## src/rtl/busmon_pkg.sv

```systemverilog
package busmon_pkg;

    typedef enum logic [3:0] {
        ST_RST_START = 4'd0,
        ST_RST_STOP  = 4'd1,
        ST_ARB       = 4'd2,
        ST_NOP       = 4'd3,
        ST_ADDR      = 4'd4,
        ST_ADDR_ERR  = 4'd5,
        ST_DATA      = 4'd6
    } mon_state_e;

    typedef enum logic [1:0] {
        DIR_NOP = 2'd0,
        DIR_RD  = 2'd1,
        DIR_WR  = 2'd2
    } xfer_dir_e;

    typedef enum logic [1:0] {
        PH_RSTOP = 2'd0,
        PH_IDLE  = 2'd1,
        PH_ADDR  = 2'd2,
        PH_DATA  = 2'd3
    } phase_e;

endpackage

```

## src/rtl/busmon_grant_enc.sv

```systemverilog
module busmon_grant_enc #(
    parameter int N_MASTERS = 16,
    localparam int MID_W = $clog2(N_MASTERS)
) (
    input  logic [N_MASTERS-1:0] gnt,
    output logic                 any,
    output logic [MID_W-1:0]     idx
);

    always_comb begin
        any = 1'b0;
        idx = '0;
        for (int i = N_MASTERS - 1; i >= 0; i--) begin
            if (gnt[i]) begin
                any = 1'b1;
                idx = MID_W'(i);
            end
        end
    end

    // reported index is a set bit with no set bit below it
    always_comb begin
        if (any) begin
            assert_lowest_grant_R3: assert (gnt[idx] &&
                ((gnt & ((N_MASTERS'(1) << idx) - N_MASTERS'(1))) == '0));
        end
    end

endmodule

```

## src/rtl/busmon_range_table.sv

```systemverilog
module busmon_range_table #(
    parameter int N_SLV  = 4,
    parameter int ADDR_W = 16,
    localparam int SID_W = (N_SLV > 1) ? $clog2(N_SLV) : 1
) (
    input  logic              clk,
    input  logic              rst_n,
    input  logic              cfg_we,
    input  logic [SID_W-1:0]  cfg_idx,
    input  logic              cfg_en,
    input  logic [ADDR_W-1:0] cfg_lo,
    input  logic [ADDR_W-1:0] cfg_hi,
    input  logic [ADDR_W-1:0] look_addr,
    output logic              hit,
    output logic [SID_W-1:0]  hit_idx
);

    typedef struct packed {
        logic              en;
        logic [ADDR_W-1:0] lo;
        logic [ADDR_W-1:0] hi;
    } win_t;

    win_t [N_SLV-1:0] tab_d, tab_q;
    logic [N_SLV-1:0] match;

    always_comb begin
        tab_d = tab_q;
        if (cfg_we) begin
            tab_d[cfg_idx].en = cfg_en;
            tab_d[cfg_idx].lo = cfg_lo;
            tab_d[cfg_idx].hi = cfg_hi;
        end
    end

    always_ff @(posedge clk or negedge rst_n) begin
        if (!rst_n) tab_q <= '0;
        else        tab_q <= tab_d;
    end

    for (genvar g = 0; g < N_SLV; g++) begin : g_cmp
        assign match[g] = tab_q[g].en &&
                          (look_addr >= tab_q[g].lo) &&
                          (look_addr <= tab_q[g].hi);
    end

    always_comb begin
        hit     = 1'b0;
        hit_idx = '0;
        for (int i = N_SLV - 1; i >= 0; i--) begin
            if (match[i]) begin
                hit     = 1'b1;
                hit_idx = SID_W'(i);
            end
        end
    end

    // a reported hit lies inside an enabled window
    always_comb begin
        if (hit) begin
            assert_hit_in_window_R9: assert (tab_q[hit_idx].en &&
                look_addr >= tab_q[hit_idx].lo && look_addr <= tab_q[hit_idx].hi);
        end
    end

endmodule

```

## src/rtl/busmon_top.sv

```systemverilog
module busmon_top
    import busmon_pkg::*;
#(
    parameter int N_MASTERS = 16,
    parameter int ADDR_W    = 16,
    parameter int BEAT_W    = 8,
    parameter int N_SLV     = 4,
    parameter int CNT_W     = 16,
    localparam int MID_W    = $clog2(N_MASTERS),
    localparam int SID_W    = (N_SLV > 1) ? $clog2(N_SLV) : 1,
    localparam int MAX_B    = 8,
    localparam int BYTES_W  = $clog2(MAX_B) + 1,
    localparam int BEATI_W  = $clog2(MAX_B),
    localparam int DOUT_W   = MAX_B * BEAT_W
) (
    input  logic                 clk,
    input  logic                 rst_n,
    input  logic [N_MASTERS-1:0] bus_gnt,
    input  logic [ADDR_W-1:0]    bus_addr,
    input  logic [1:0]           bus_size,
    input  logic                 bus_rd,
    input  logic                 bus_wr,
    input  logic                 bus_wait,
    input  logic [BEAT_W-1:0]    bus_data,
    input  logic                 cfg_we,
    input  logic [SID_W-1:0]     cfg_idx,
    input  logic                 cfg_en,
    input  logic [ADDR_W-1:0]    cfg_lo,
    input  logic [ADDR_W-1:0]    cfg_hi,
    output logic [3:0]           mon_state,
    output logic                 mon_state_evt,
    output logic                 xfer_done,
    output logic [MID_W-1:0]     xfer_master,
    output logic [ADDR_W-1:0]    xfer_addr,
    output logic [1:0]           xfer_dir,
    output logic [BYTES_W-1:0]   xfer_bytes,
    output logic [DOUT_W-1:0]    xfer_data,
    output logic                 xfer_slave_hit,
    output logic [SID_W-1:0]     xfer_slave_idx,
    output logic [CNT_W-1:0]     xfer_count,
    output logic                 err_rw_conflict,
    output logic                 err_bad_addr
);

    typedef struct packed {
        phase_e               phase;
        mon_state_e           code;
        logic                 evt;
        logic [MID_W-1:0]     master;
        logic [ADDR_W-1:0]    addr;
        logic [BYTES_W-1:0]   bytes;
        xfer_dir_e            dir;
        logic [BEATI_W-1:0]   beat;
        logic [DOUT_W-1:0]    data;
        logic                 hit;
        logic [SID_W-1:0]     sidx;
        logic                 done;
        logic                 err_rw;
        logic                 err_addr;
        logic [CNT_W-1:0]     count;
    } mon_t;

    mon_t r_d, r_q;

    logic             gnt_any;
    logic [MID_W-1:0] gnt_idx;
    logic             lk_hit;
    logic [SID_W-1:0] lk_idx;

    busmon_grant_enc #(.N_MASTERS(N_MASTERS)) u_genc (
        .gnt (bus_gnt),
        .any (gnt_any),
        .idx (gnt_idx)
    );

    busmon_range_table #(.N_SLV(N_SLV), .ADDR_W(ADDR_W)) u_rtab (
        .clk       (clk),
        .rst_n     (rst_n),
        .cfg_we    (cfg_we),
        .cfg_idx   (cfg_idx),
        .cfg_en    (cfg_en),
        .cfg_lo    (cfg_lo),
        .cfg_hi    (cfg_hi),
        .look_addr (bus_addr),
        .hit       (lk_hit),
        .hit_idx   (lk_idx)
    );

    always_comb begin
        r_d          = r_q;
        r_d.evt      = 1'b0;
        r_d.done     = 1'b0;
        r_d.err_rw   = 1'b0;
        r_d.err_addr = 1'b0;
        unique case (r_q.phase)
            PH_RSTOP: begin
                r_d.code  = ST_RST_STOP;
                r_d.evt   = 1'b1;
                r_d.phase = PH_IDLE;
            end
            PH_IDLE: begin
                if (gnt_any) begin
                    r_d.code   = ST_ARB;
                    r_d.evt    = 1'b1;
                    r_d.master = gnt_idx;
                    r_d.phase  = PH_ADDR;
                end
            end
            PH_ADDR: begin
                r_d.addr  = bus_addr;
                r_d.bytes = BYTES_W'(1) << bus_size;
                r_d.beat  = '0;
                r_d.data  = '0;
                r_d.hit   = 1'b0;
                r_d.sidx  = '0;
                r_d.evt   = 1'b1;
                unique case ({bus_rd, bus_wr})
                    2'b00: begin
                        r_d.dir   = DIR_NOP;
                        r_d.code  = ST_NOP;
                        r_d.done  = 1'b1;
                        r_d.phase = PH_IDLE;
                    end
                    2'b11: begin
                        r_d.dir    = DIR_NOP;
                        r_d.code   = ST_ADDR_ERR;
                        r_d.err_rw = 1'b1;
                        r_d.phase  = PH_IDLE;
                    end
                    default: begin
                        r_d.dir      = bus_rd ? DIR_RD : DIR_WR;
                        r_d.code     = ST_ADDR;
                        r_d.hit      = lk_hit;
                        r_d.sidx     = lk_idx;
                        r_d.err_addr = !lk_hit;
                        r_d.phase    = PH_DATA;
                    end
                endcase
            end
            PH_DATA: begin
                if (r_q.code != ST_DATA) begin
                    r_d.code = ST_DATA;
                    r_d.evt  = 1'b1;
                end
                if (!bus_wait) begin
                    r_d.data[int'(r_q.beat) * BEAT_W +: BEAT_W] = bus_data;
                    if ({1'b0, r_q.beat} == r_q.bytes - 1'b1) begin
                        r_d.done  = 1'b1;
                        r_d.count = r_q.count + 1'b1;
                        r_d.phase = PH_IDLE;
                    end else begin
                        r_d.beat = r_q.beat + 1'b1;
                    end
                end
            end
            default: r_d.phase = PH_IDLE;
        endcase
    end

    always_ff @(posedge clk or negedge rst_n) begin
        if (!rst_n) begin
            r_q       <= '0;
            r_q.code  <= ST_RST_START;
            r_q.phase <= PH_RSTOP;
        end else begin
            r_q <= r_d;
        end
    end

    assign mon_state       = r_q.code;
    assign mon_state_evt   = r_q.evt;
    assign xfer_done       = r_q.done;
    assign xfer_master     = r_q.master;
    assign xfer_addr       = r_q.addr;
    assign xfer_dir        = r_q.dir;
    assign xfer_bytes      = r_q.bytes;
    assign xfer_data       = r_q.data;
    assign xfer_slave_hit  = r_q.hit;
    assign xfer_slave_idx  = r_q.sidx;
    assign xfer_count      = r_q.count;
    assign err_rw_conflict = r_q.err_rw;
    assign err_bad_addr    = r_q.err_addr;

    // done lasts one cycle
    assert_done_single_R8: assert property (@(posedge clk) disable iff (!rst_n)
        xfer_done |=> !xfer_done);

    // the count only moves by one, together with done of a real transfer
    assert_count_step_R8: assert property (@(posedge clk) disable iff (!rst_n)
        (xfer_count != $past(xfer_count)) |->
            (xfer_done && xfer_dir != DIR_NOP && xfer_count == $past(xfer_count) + 1'b1));

    // the conflict pulse comes with the error state and no done
    assert_conflict_state_R6: assert property (@(posedge clk) disable iff (!rst_n)
        err_rw_conflict |-> (mon_state == ST_ADDR_ERR && !xfer_done));

    // a finished record always carries a power-of-two byte count
    assert_bytes_pow2_R4: assert property (@(posedge clk) disable iff (!rst_n)
        xfer_done |-> ($countones(xfer_bytes) == 1));

    // an illegal-address pulse never comes with a slave hit
    assert_bad_addr_nohit_R9: assert property (@(posedge clk) disable iff (!rst_n)
        err_bad_addr |-> (!xfer_slave_hit && mon_state == ST_ADDR));

    // arbitration is only reported after idle states
    assert_arb_from_idle_R2: assert property (@(posedge clk) disable iff (!rst_n)
        (mon_state_evt && mon_state == ST_ARB) |->
            ($past(mon_state) != ST_ARB && $past(mon_state) != ST_ADDR));

endmodule

```

## config.mk

```make
export PLATFORM = sky130hd
export DESIGN_NAME = busmon_top
export DESIGN_NICKNAME = d
export VERILOG_FILES = /design/src/rtl/busmon_pkg.sv /design/src/rtl/busmon_grant_enc.sv /design/src/rtl/busmon_range_table.sv /design/src/rtl/busmon_top.sv
export SDC_FILE = /design/constraint.sdc
export NUM_CORES = 1
export LEC_CHECK = 0
export ABC_AREA = 1
export BUFFER_PORTS_ARGS = -buffer_cell sky130_fd_sc_hd__buf_4
export CAP_MARGIN = 20
export CORE_UTILIZATION = 50
export DETAILED_ROUTE_END_ITERATION = 10
export PLACE_DENSITY = 0.71
export SLEW_MARGIN = 20
export SYNTH_ARGS = -nofsm -noshare
export SYNTH_HDL_FRONTEND = slang
export SYNTH_HIERARCHICAL = 1
export SYNTH_SLANG_ARGS = --single-unit
```

## constraint.sdc

```tcl
create_clock -name clk -period 2.2 [get_ports clk]
set_input_delay 0.44 -clock clk [delete_from_list [all_inputs] [get_ports clk]]
set_output_delay 0.44 -clock clk [all_outputs]
set_load 0.03 [all_outputs]
```

Word-level counts from Yosys, hierarchy flattened. Index checks and enable logic that the tools add are counted.

Register bits after elaboration: 254. Input bits: 83. Output and inout port bits: 117. Logic and storage cells: 145.

$add $sub $neg: 4. Magnitude comparators: 10. Eq/ne operators: 11. Shifts and indexed selects: 3. Mux-type cells: 69. Bitwise operators: 1. Reductions and logical operators: 20.

Operator list (number): bitwise mux 132 bit (3); demux 33 bit (select 2 bit) (3); case mux 67 bit (2 select lines) (1); 2-to-1 mux 67 bit (1); bitwise mux 64 bit (1); >= comparator 16 bit (4); less-or-equal comparator 16 bit (4); 2-to-1 mux 4 bit (16); variable shift 8 x 33 -> 64 bit (first input constant) (1); variable part select 8 x 33 -> 64 bit (1); 2-to-1 mux 33 bit (1); negator 6 -> 33 bit (1); 2-to-1 mux 32 bit (1); case mux 7 bit (4 select lines) (1); 2-to-1 mux 1 bit (25); 2-to-1 mux 2 bit (9); adder 16 x 1 -> 16 bit (second input constant) (1); 2-to-1 mux 16 bit (1); case mux 6 bit (2 select lines) (1); 2-to-1 mux 11 bit (1); != test 2 bit (second input constant) (5); logical AND 1 bit (9); AND reduction 3 bit (3); == test 2 bit (second input constant) (3); 17 further kinds (21).

Depth between registers and ports, before layout. Gate-level depths: netlist of run 1.

Word-level depth: 18. Mapped depth: 18. Gate-level depth less buffers: 18.

Modules after synthesis. Netlist of run 1, hierarchy kept.

Modules (own cells, without submodules): busmon_range_table (times used 1, cells each 1027, area an instance 8219.1 um2, seq. area each 3303.2 um2); busmon_top (times used 1, cells each 785, area an instance 6441.2 um2, seq. area each 3027.9 um2); busmon_grant_enc (times used 1, cells each 49, area an instance 209.0 um2, seq. area each 0.0 um2).

Worst setup path before layout of run 1. No wires, ideal clock.

Path kind: register to register. Start point: register r_q[86] in the netlist's numbering. End point: register r_q (netlist bit xfer_data[16]). Setup time: 117 ps. Arrival time: 1859 ps. Data required time: 2083 ps. Path slack: 224 ps. Stages on the path, launching flop included: 12. Path buffers: 0. Clock period less this slack: 1976 ps. Path through: dfrtp_1 > inv_1 > ha_1 > ha_1 > inv_1 > nand2_1 > a21oi_1 > nand2_1 > o21ai_0 > nand2_1 > nand2_1 > nand2_1.

Word-level cells in the longest chain between the ends: 5. Elaborated cells on any way between the ends: 6. Those cells by class: add/sub: 1; shift: 2; mux: 3.

Ends and longest elaborated chain: start: declaration (RTL line busmon_top.sv:63) `mon_t r_d, r_q;`; start signal: assignment (RTL line busmon_top.sv:166) `r_q <= r_d;`; negator 6 -> 33 bit (*) (RTL line busmon_top.sv:146) `r_d.data[int'(r_q.beat) * BEAT_W +: BEAT_W] = bus_data;`; variable part select 8 x 33 -> 64 bit or variable shift 8 x 33 -> 64 bit (tied branches) (RTL line busmon_top.sv:146); bitwise mux 64 bit (*) (RTL line busmon_top.sv:146); 2-to-1 mux 67 bit (*) (RTL line busmon_top.sv:145) `if (!bus_wait) begin`; case mux 67 bit (2 select lines) (*) (RTL line busmon_top.sv:95) `unique case (r_q.phase)`.

Every way passes the cells marked *; elsewhere a longest branch is shown, timed or not. The select of a mux whose other input is x is not followed. A chain may end at the register's enable or synchronous reset.

Worst setup path in the final report of run 1.
Start point: register r_q[87] in the netlist's numbering. End point: register r_q (netlist bit xfer_data[38]).

Same word-level chain as after synthesis.

==> results of run 1 <==
## worst reg2reg max path, delay by kind of cell (launching register included)
family	cells	cell delay (ns)
AND/OR/NAND/NOR	5	0.43
flip-flops	1	0.41
buffers and inverters	4	0.48
adder cells (fa/ha/maj)	2	0.40
AO/OA/AOI/OAI	1	0.19
## timing repair
action | in CTS | in global routing
gates resized for setup | 0 | 6
endpoints found under the hold margin | 51 | 0
hold buffers | 1 | 0
setup endpoints to repair | 0 | 32
## path summary, 6_finish.rpt
path	from	endpoint	slack [ns]	cells past startpoint
setup / recovery	r_q[87]	xfer_data[38]	0.18	12
hold / removal	bus_addr[0]	xfer_addr[0]	0.09	3
setup reg to reg	r_q[87]	xfer_data[38]	0.18	12
hold reg to reg	xfer_addr[8]	xfer_addr[8]	0.47	2
max in group asynchronous	rst_n	u_rtab/tab_q[24]	1.09	3
min in group asynchronous	rst_n	xfer_data[29]	0.40	2
## cells by family after synthesis
kind of cell             after synthesis  synth area share, %
XOR/XNOR                              11                0.648
AO/OA/AOI/OAI                        266                 9.38
AND/OR/NAND/NOR                      764                 21.5
buffers and inverters                423                 13.8
multiplexers                           4                0.303
other                                  1               0.0252
adder cells (fa/ha/maj)              139                 11.7
flip-flops                           253                 42.6
## power by group
part           switching (mW)  leakage, nW  total, mW  internal [mW]
clock                    2.00        0.513       5.26           3.27
combinational            3.24         5.47       5.12           1.87
sequential              0.583         3.15       6.15           5.56
## sequential cells by signal (all words and copies together), names as in the netlist
name and flops:
xfer_addr 16, xfer_slave_hit 1, xfer_slave_idx 2, xfer_done 1, u_rtab/tab_q 132, mon_state 3, xfer_count 16, xfer_data 64
xfer_bytes 4, err_rw_conflict 1, err_bad_addr 1, r_q 5, xfer_dir 2, xfer_master 4, mon_state_evt 1
## through the flow
stage | setup TNS (ns) | area [µm²] | total power [mW] | utilization, %
after global routing | 0 | 17100 | 17.5 | 58.9
final | 0 | 17100 | 16.5 | 58.9
after global placement | -0.00884 | 16000 | 11.1 | 55.2
after floorplan | 0 | 14900 | 10.1 | -
after detailed placement | -0.127 | 16000 | 11.3 | 55.2
after CTS | 0 | 17100 | 16.6 | 58.9
## layout make-up
cell class / instances / share of cell area (%)
clock inverters: 15 / 1.25
multi-input cells: 1185 / 38.1
clock buffers: 39 / 4.93
well taps: 384 / 2.81
flip-flops and latches: 253 / 37.0
inverters: 263 / 5.79
repair buffers: 217 / 10.1
## cells in the final DEF, fill, tap and decap left out, types with 3 or more instances in the layout
master,n
clkinv_2,6
a21oi_2,3
nor2_1,79
buf_12,7
o21a_1,6
inv_1,246
clkbuf_16,29
nor2_2,4
a21oi_1,57
mux2_2,4
ha_1,139
nor3_1,10
nor2_4,3
inv_2,13
clkbuf_8,8
nand3_2,5
xnor2_1,9
o31ai_1,7
buf_4,208
nand2_2,9
dfrtp_1,252
nand4_1,16
o21ai_0,181
o21bai_1,6
nand2_1,529
clkinvlp_4,4
nand3_1,97
o21ai_1,3
bufinv_16,5
## routing by layer
metal	GRT usage, %	share of wire, %	vias up
li1	-	-	5981
met1	31.4	44	5700
met2	41.7	49	328
met3	2.45	4.4	67
met4	7.53	2.9	0
met5	0	0	-
==> flow_summary.json, run 1 <==
{
  "synth.largest_area_cell": "dfrtp_1",
  "antenna_found_initial": 0,
  "cts_tree": "yes",
  "post-route-period-util_pct": 91.8,
  "tightest_slew_ns": 0.630,
  "syn_area_per_cell_um2": 7.99,
  "yosysSeqAreaShare_pct": 42.6,
  "synthCells": 1861,
  "crit_type": "register to register",
  "crit_family": "buffers and inverters",
  "cts-buffers-inserted": 29,
  "fillerInstances": 2615,
  "clk_path_buf_depth": 3,
  "die_w_um": 174,
  "wl_per_cell_um": 15.3,
  "status": "finished, final reports clean",
  "final_max_slew_viol_count": 0,
  "final_net_count": 2171,
  "routabilityCongestion": 0.886,
  "first_pass_iters": 5,
  "slew_headroom_pct": 58.0,
  "multi_input_area_um2": 6520,
  "hold_viol": 0,
  "async_reset_ff_share_pct": 100,
  "path_clk_slew_ns": 0.06,
  "place_ws_ns": -0.0650,
  "grt_pass1_vias": 11700,
  "floorplan.die_area_um2": 30400,
  "fp.dieH_um": 174,
  "finalWorstSetupSlack_ns": 0.180,
  "instances_no_fill": 2356,
  "via_per_inst": 5.13,
  "fin_hold_ws_ns": 0.0886,
  "synthToLayoutAreaGrowth_pct": 15.0,
  "syn_nets": 2083,
  "crit_buf_inv": 4,
  "grt_max_degree": 67,
  "drive_above_1_share_pct": 16.3,
  "cap_violations": 0,
  "ioPinCount": 200,
  "yosys_most_used_dff": "dfrtp_1",
  "synth_top_area_share_pct": 42.6,
  "setup.worst_path.start_class": "register",
  "synthDistinctLibCells": 44,
  "synth_edf_count": 0,
  "groute.usage.overall_pct": 24.0,
  "synthTopCellsByCount": "530 x nand2_1, 253 x dfrtp_1, 247 x inv_1",
  "synth_area_leaders": "dfrtp_1 43%, nand2_1 13%, ha_1 12%",
  "skew_ns": 0.0153,
  "ant_nets": 0,
  "cp.arrival_ns": 2.47,
  "start_util_pct": 51.3,
  "drc_errors": 0,
  "min_path_type": "primary input to register",
  "htree_levels": 1,
  "fin_crit_ns": 2.02,
  "vias": 12100,
  "cpPeakStageDelay_ns": 0.41,
  "setup_violations": 0,
  "regArea_um2": 6330,
  "required_ns": 2.65,
  "synth.cell_area_um2": 14900,
  "end_kind": "register",
  "clock.fmax_mhz": 495,
  "power_density_nw_per_um2": 966,
  "core_area_um2": 29000,
  "synth_most_common_cell": "nand2_1",
  "cp_max_fo": 9,
  "p_leak_nw": 9.13,
  "yosysWarnings": 6,
  "ir_drop_mv": 0.568,
  "hpwlAfterDp_mm": 26.6,
  "post_cts_buffers": 0,
  "row_count": 62,
  "cts-root-buf": "clkbuf_16",
  "antenna_cells": 0,
  "grt-ovfl-total": 0,
  "synth_seq_cells": 253,
  "cts_sinks": 253,
  "drt_iter0_drc": 852,
  "dpl.cell_count": 2301,
  "slowest_stage": "dfrtp_2",
  "rsz0062_at_grt": "no",
  "grt_pass1_wl_mm": 58.9,
  "cp_cell_sequence": "inv_1 -> ha_1 -> ha_1 -> inv_1 -> nand2_1 -> a21oi_1 -> buf_4 -> nand3_4 -> inv_4 -> nand2_4 -> nand3_1 -> nand2_1",
  "drt-total-wl_mm": 36.0,
  "clock_latency_ns": 0.56,
  "numPortBuffers": 198
}
No activity file was read; power rests on OpenSTA's default activity.
==> run 2: changes to the inputs <==
RECOVER_POWER = 100   (was default)
==> flow_summary.json, run 2 (synthesized netlist as in run 1, its figures left out) <==
{
  "status": "complete, but fails checks",
  "violations": "max-capacitance violations, max-slew violations",
  "cts_sinks": 253,
  "htree_levels": 1,
  "end_kind": "register",
  "vias": 12100,
  "drt-total-wl_mm": 36.1,
  "start_util_pct": 51.3,
  "die_w_um": 174,
  "p_comb_share_pct": 29.1,
  "floorplan.die_area_um2": 30400,
  "first_pass_iters": 5,
  "setup_violations": 0,
  "row_count": 62,
  "slew_headroom_pct": -1.24,
  "hpwlAfterDp_mm": 26.6,
  "p_int_mw": 10.3,
  "final_cell_mix": "530 x nand2_1, 252 x dfrtp_1, 247 x inv_1",
  "ir_drop_mv": 0.569,
  "regMostFlops": "u_rtab/tab_q",
  "largest_reg_flops": 132,
  "required_ns": 2.70,
  "synthToLayoutAreaGrowth_pct": 11.4,
  "wl_per_cell_um": 15.3,
  "fillerInstances": 2755,
  "rsz0062_at_grt": "no",
  "power_density_nw_per_um2": 971,
  "cts-root-buf": "clkbuf_16",
  "grt_pass1_wl_mm": 58.9,
  "numPortBuffers": 198,
  "grt_use_met3_pct": 2.45,
  "clockPowerShare_pct": 32.7,
  "hold_viol": 0,
  "grt-ovfl-total": 0,
  "fp.dieH_um": 174,
  "skew_ns": 0.0144,
  "final_common_cell": "nand2_1",
  "antenna_cells": 0,
  "ioPinCount": 200,
  "ant_nets": 0,
  "path_clk_slew_ns": 0.06,
  "p_total_mw": 16.1,
  "final_net_count": 2171,
  "drive_above_1_share_pct": 9.89,
  "grt_max_degree": 67,
  "grt_pass1_vias": 11700,
  "min_path_type": "primary input to register",
  "tightest_slew_ns": 1.52,
  "switchingPower_mw": 5.82,
  "post-route-util_pct": 57.1,
  "clock.fmax_mhz": 489,
  "cp.arrival_ns": 2.55,
  "clk_path_buf_depth": 3,
  "p_sw_share_pct": 36.2,
  "cts_tree": "yes",
  "drc_errors": 0,
  "core_area_um2": 29000,
  "seqPwrFrac_pct": 38.2,
  "cap_violations": 1,
  "p_leak_nw": 8.63,
  "post-route-period-util_pct": 93.0,
  "fin_crit_ns": 2.05,
  "groute.usage.overall_pct": 24.0,
  "routabilityCongestion": 0.886,
  "antenna_found_initial": 0,
  "crit_type": "register to register",
  "cp_max_fo": 3,
  "via_per_inst": 5.15,
  "clock_latency_ns": 0.56,
  "use_met2_pct": 41.7,
  "post_cts_buffers": 0,
  "top_usage_layer": "met2",
  "cts-buffers-inserted": 29,
  "drt_iter0_drc": 897,
  "grtUsageMet1_pct": 31.4,
  "final_max_slew_viol_count": 54,
  "setup.worst_path.start_class": "register"
}
==> run 2: cell types whose count changed in the layout (fill, tap and decap cells not counted), moves of 2 or more <==
cell	change
nand3_1	+5
buf_12	-4
clkbuf_1	+118
clkbuf_4	+2
nand3_2	-5
clkbuf_2	+7
buf_4	-123
==> run 2: worst paths after layout <==
path,start,endpoint,slack (ns),depth (start not counted)
max in group asynchronous,rst_n,u_rtab/tab_q[24],0.33,3
hold / removal,bus_addr[0],xfer_addr[0],0.09,3
min in group asynchronous,rst_n,xfer_data[29],0.79,2
setup / recovery,u_rtab/tab_q[15],xfer_slave_idx[0],0.15,12
setup reg to reg,u_rtab/tab_q[15],xfer_slave_idx[0],0.15,12
hold reg to reg,xfer_data[1],xfer_data[1],0.47,2
==> run 2: worst max-delay path: stages (launching register included) <==
cell      delay, ns
dfrtp_1        0.34
inv_1          0.04
ha_1           0.30
nand4_1        0.12
nor3_1         0.41
nand2_1        0.12
nand2_1        0.07
nand2_1        0.08
nand3_1        0.11
clkinv_1       0.11
a21oi_2        0.11
nand3_1        0.08
nand2_1        0.09
==> run 2: what timing repair did <==
item | in CTS | in global routing
endpoints found under the hold margin | 51 | 0
hold buffers | 1 | 0
endpoints found under the setup margin | 0 | 32
resized for setup | 0 | 6
==> run 2: layer usage <==
metal,wire length [µm],vias up
met2,17500,352
met3,1810,69
met5,0,-
li1,-,5974
met1,15800,5737
met4,1030,0
==> run 2: area by class of cell <==
| type | instances | area (µm²) | share of cell area [%] |
|---|---|---|---|
| inverter | 263 | 990 | 5.98 |
| sequential | 253 | 6330 | 38.2 |
| clock buffer | 39 | 843 | 5.09 |
| clock inverter | 15 | 214 | 1.29 |
| multi-input combinational | 1185 | 6490 | 39.2 |
| tap | 384 | 480 | 2.90 |
| timing repair buffer | 217 | 1210 | 7.32 |
==> run 2: power by group through the flow <==
stage               Sequential, mW  Clock, mW  Combinational, mW
floorplan                     6.03          0               4.07
global placement              6.18          0               4.92
detailed placement            6.21          0               5.09
CTS                           6.14       5.36               5.12
global route                  6.25       5.56               5.24
finish                        6.14       5.26               4.68
==> run 2: through the flow <==
stage | cells | hold WS, ns | worst slack [ns] | instance area (µm²) | TNS (ns)
after global routing | 2356 | 0.108 | 0.0202 | 16600 | 0
after floorplan | 1861 | 0.144 | 0.224 | 14900 | 0
after global placement | 2301 | 0.400 | -0.00884 | 16000 | -0.00884
final | 2356 | 0.0889 | 0.153 | 16600 | 0
after detailed placement | 2301 | 0.403 | -0.0650 | 16000 | -0.127
after CTS | 2356 | 0.0744 | 0.0511 | 17100 | 0
==> run 3: changes to the inputs <==
BUFFER_PORTS_ARGS = -buffer_cell sky130_fd_sc_hd__buf_2   (was -buffer_cell sky130_fd_sc_hd__buf_4)
SETUP_SLACK_MARGIN = 0.3   (was default)
==> flow_summary.json, run 3 (synthesized netlist as in run 1, its figures left out) <==
{
  "path_clk_slew_ns": 0.06,
  "instances_no_fill": 2372,
  "htree_levels": 1,
  "setup.worst_path.start_class": "register",
  "dpl.cell_count": 2305,
  "row_count": 62,
  "groute.usage.overall_pct": 23.7,
  "clock.fmax_mhz": 517,
  "drt_iter0_drc": 817,
  "drt-total-wl_mm": 36.6,
  "largest_reg_flops": 132,
  "p_total_mw": 16.6,
  "fin_tns_setup_ns": 0,
  "cts-buffers-inserted": 29,
  "final_max_slew_viol_count": 0,
  "place_ws_ns": -0.0794,
  "antenna_found_initial": 1,
  "core_area_um2": 29000,
  "final_cell_mix": "518 x nand2_1, 251 x dfrtp_1, 239 x inv_1",
  "cap_violations": 0,
  "grt_pass1_vias": 11800,
  "min_path_type": "primary input to register",
  "rsz0062_at_grt": "yes",
  "skew_ns": 0.0120,
  "numPortBuffers": 198,
  "cts_sinks": 253,
  "drc_errors": 0,
  "end_kind": "register",
  "required_ns": 2.67,
  "grt_pass1_wl_mm": 58.1,
  "grt-ovfl-total": 0,
  "wl_per_cell_um": 15.4,
  "ant_nets": 0,
  "cts-root-buf": "clkbuf_16",
  "post-route-period-util_pct": 87.9,
  "clk_path_buf_depth": 3,
  "regMostFlops": "u_rtab/tab_q",
  "cp_max_fo": 7,
  "first_pass_iters": 5,
  "hpwlAfterDp_mm": 26.2,
  "setup_violations": 0,
  "finalWorstSetupSlack_ns": 0.266,
  "routabilityCongestion": 0.922,
  "hold_viol": 0,
  "synthToLayoutAreaGrowth_pct": 13.2,
  "tightest_slew_ns": 1.29,
  "cp.arrival_ns": 2.41,
  "clock_latency_ns": 0.54,
  "ioPinCount": 200,
  "power_density_nw_per_um2": 986,
  "final_net_count": 2188,
  "floorplan.die_area_um2": 30400,
  "die_w_um": 174,
  "cts_tree": "yes",
  "fin_crit_ns": 1.93,
  "final_common_cell": "nand2_1",
  "slew_headroom_pct": 13.9,
  "grt_max_degree": 67,
  "ir_drop_mv": 0.629,
  "regToRegSetupSlack_ns": 0.27,
  "via_per_inst": 5.14,
  "crit_type": "register to register",
  "final_cell_area_um2": 16800,
  "p_leak_nw": 8.70,
  "fp.dieH_um": 174,
  "vias": 12200,
  "start_util_pct": 51.3,
  "drive_above_1_share_pct": 13.0,
  "status": "finished, final reports clean",
  "place_area_um2": 15500
}
## run 3: changes by cell type in the layout (fill, tap and decap cells not counted), moves of 5 or more
cell	change
buf_2	+77
buf_4	-65
ha_1	-12
ha_4	+12
nand2_1	-12
nand2_2	+10
inv_1	-8
nand3_1	-7
nand3_2	+7
inv_2	+6
nor2_2	+6
nor2_1	-5
## run 3: critical path, cell delays in order (launching register included)
cell and delay [ns]:
dfrtp_1 0.38, inv_1 0.14, ha_4 0.17, ha_1 0.24, inv_2 0.14, nand4_1 0.16, nor2_1 0.43, nand2_1 0.11
nand2_1 0.09
## run 3: where the power goes
| part | switching, mW | total [mW] | internal (mW) |
|---|---|---|---|
| Sequential | 0.544 | 6.11 | 5.56 |
| Clock | 1.96 | 5.49 | 3.53 |
| Combinational | 3.42 | 5.01 | 1.59 |
| Total | 5.93 | 16.6 | 10.7 |
## run 3: path summary, 6_finish.rpt
check	start	to	cells past startpoint
max reg2reg	r_q[86]	xfer_data[6]	8
min	bus_addr[0]	xfer_addr[0]	3
max	r_q[86]	xfer_data[6]	8
min reg2reg	xfer_addr[1]	xfer_addr[1]	2
max in group asynchronous	rst_n	u_rtab/tab_q[46]	3
min in group asynchronous	rst_n	u_rtab/tab_q[17]	2
## run 3: area by class of cell
| cell class | count | area, µm² |
|---|---|---|
| Antenna cell | 1 | 2.50 |
| Clock buffer | 40 | 857 |
| Clock inverter | 12 | 246 |
| Fill cell | 2724 | 12200 |
| Inverter | 263 | 1000 |
| Multi-Input combinational cell | 1186 | 6780 |
| Sequential cell | 253 | 6330 |
| Tap cell | 384 | 480 |
| Timing Repair Buffer | 232 | 1130 |
| Timing Repair inverter | 1 | 7.51 |
## run 3: repair_timing
action	in CTS	in global routing
pin swaps	0	21
endpoints found under the hold margin	30	0
gates resized for setup	9	73
gates cloned	0	2
hold buffers	1	0
setup endpoints to repair	46	85
buffers inserted	1	10
## run 3: layer usage
| layer | wire [µm] | global-route usage (%) | up-vias |
|---|---|---|---|
| li1 | - | - | 6012 |
| met1 | 15600 | 30.3 | 5741 |
| met2 | 17600 | 41.1 | 375 |
| met3 | 2090 | 2.91 | 70 |
| met4 | 1210 | 8.26 | 0 |
| met5 | 0 | 0 | - |
## run 3: through the flow
| stage | hold WS (ns) | util, % |
|---|---|---|
| 2_1_floorplan | 0.144 | - |
| 3_3_place_gp | 0.352 | 53.5 |
| 3_5_place_dp | 0.352 | 53.5 |
| 4_1_cts | 0.0971 | 57.5 |
| 5_1_grt | 0.146 | 58.0 |
| 6_report | 0.125 | 58.0 |
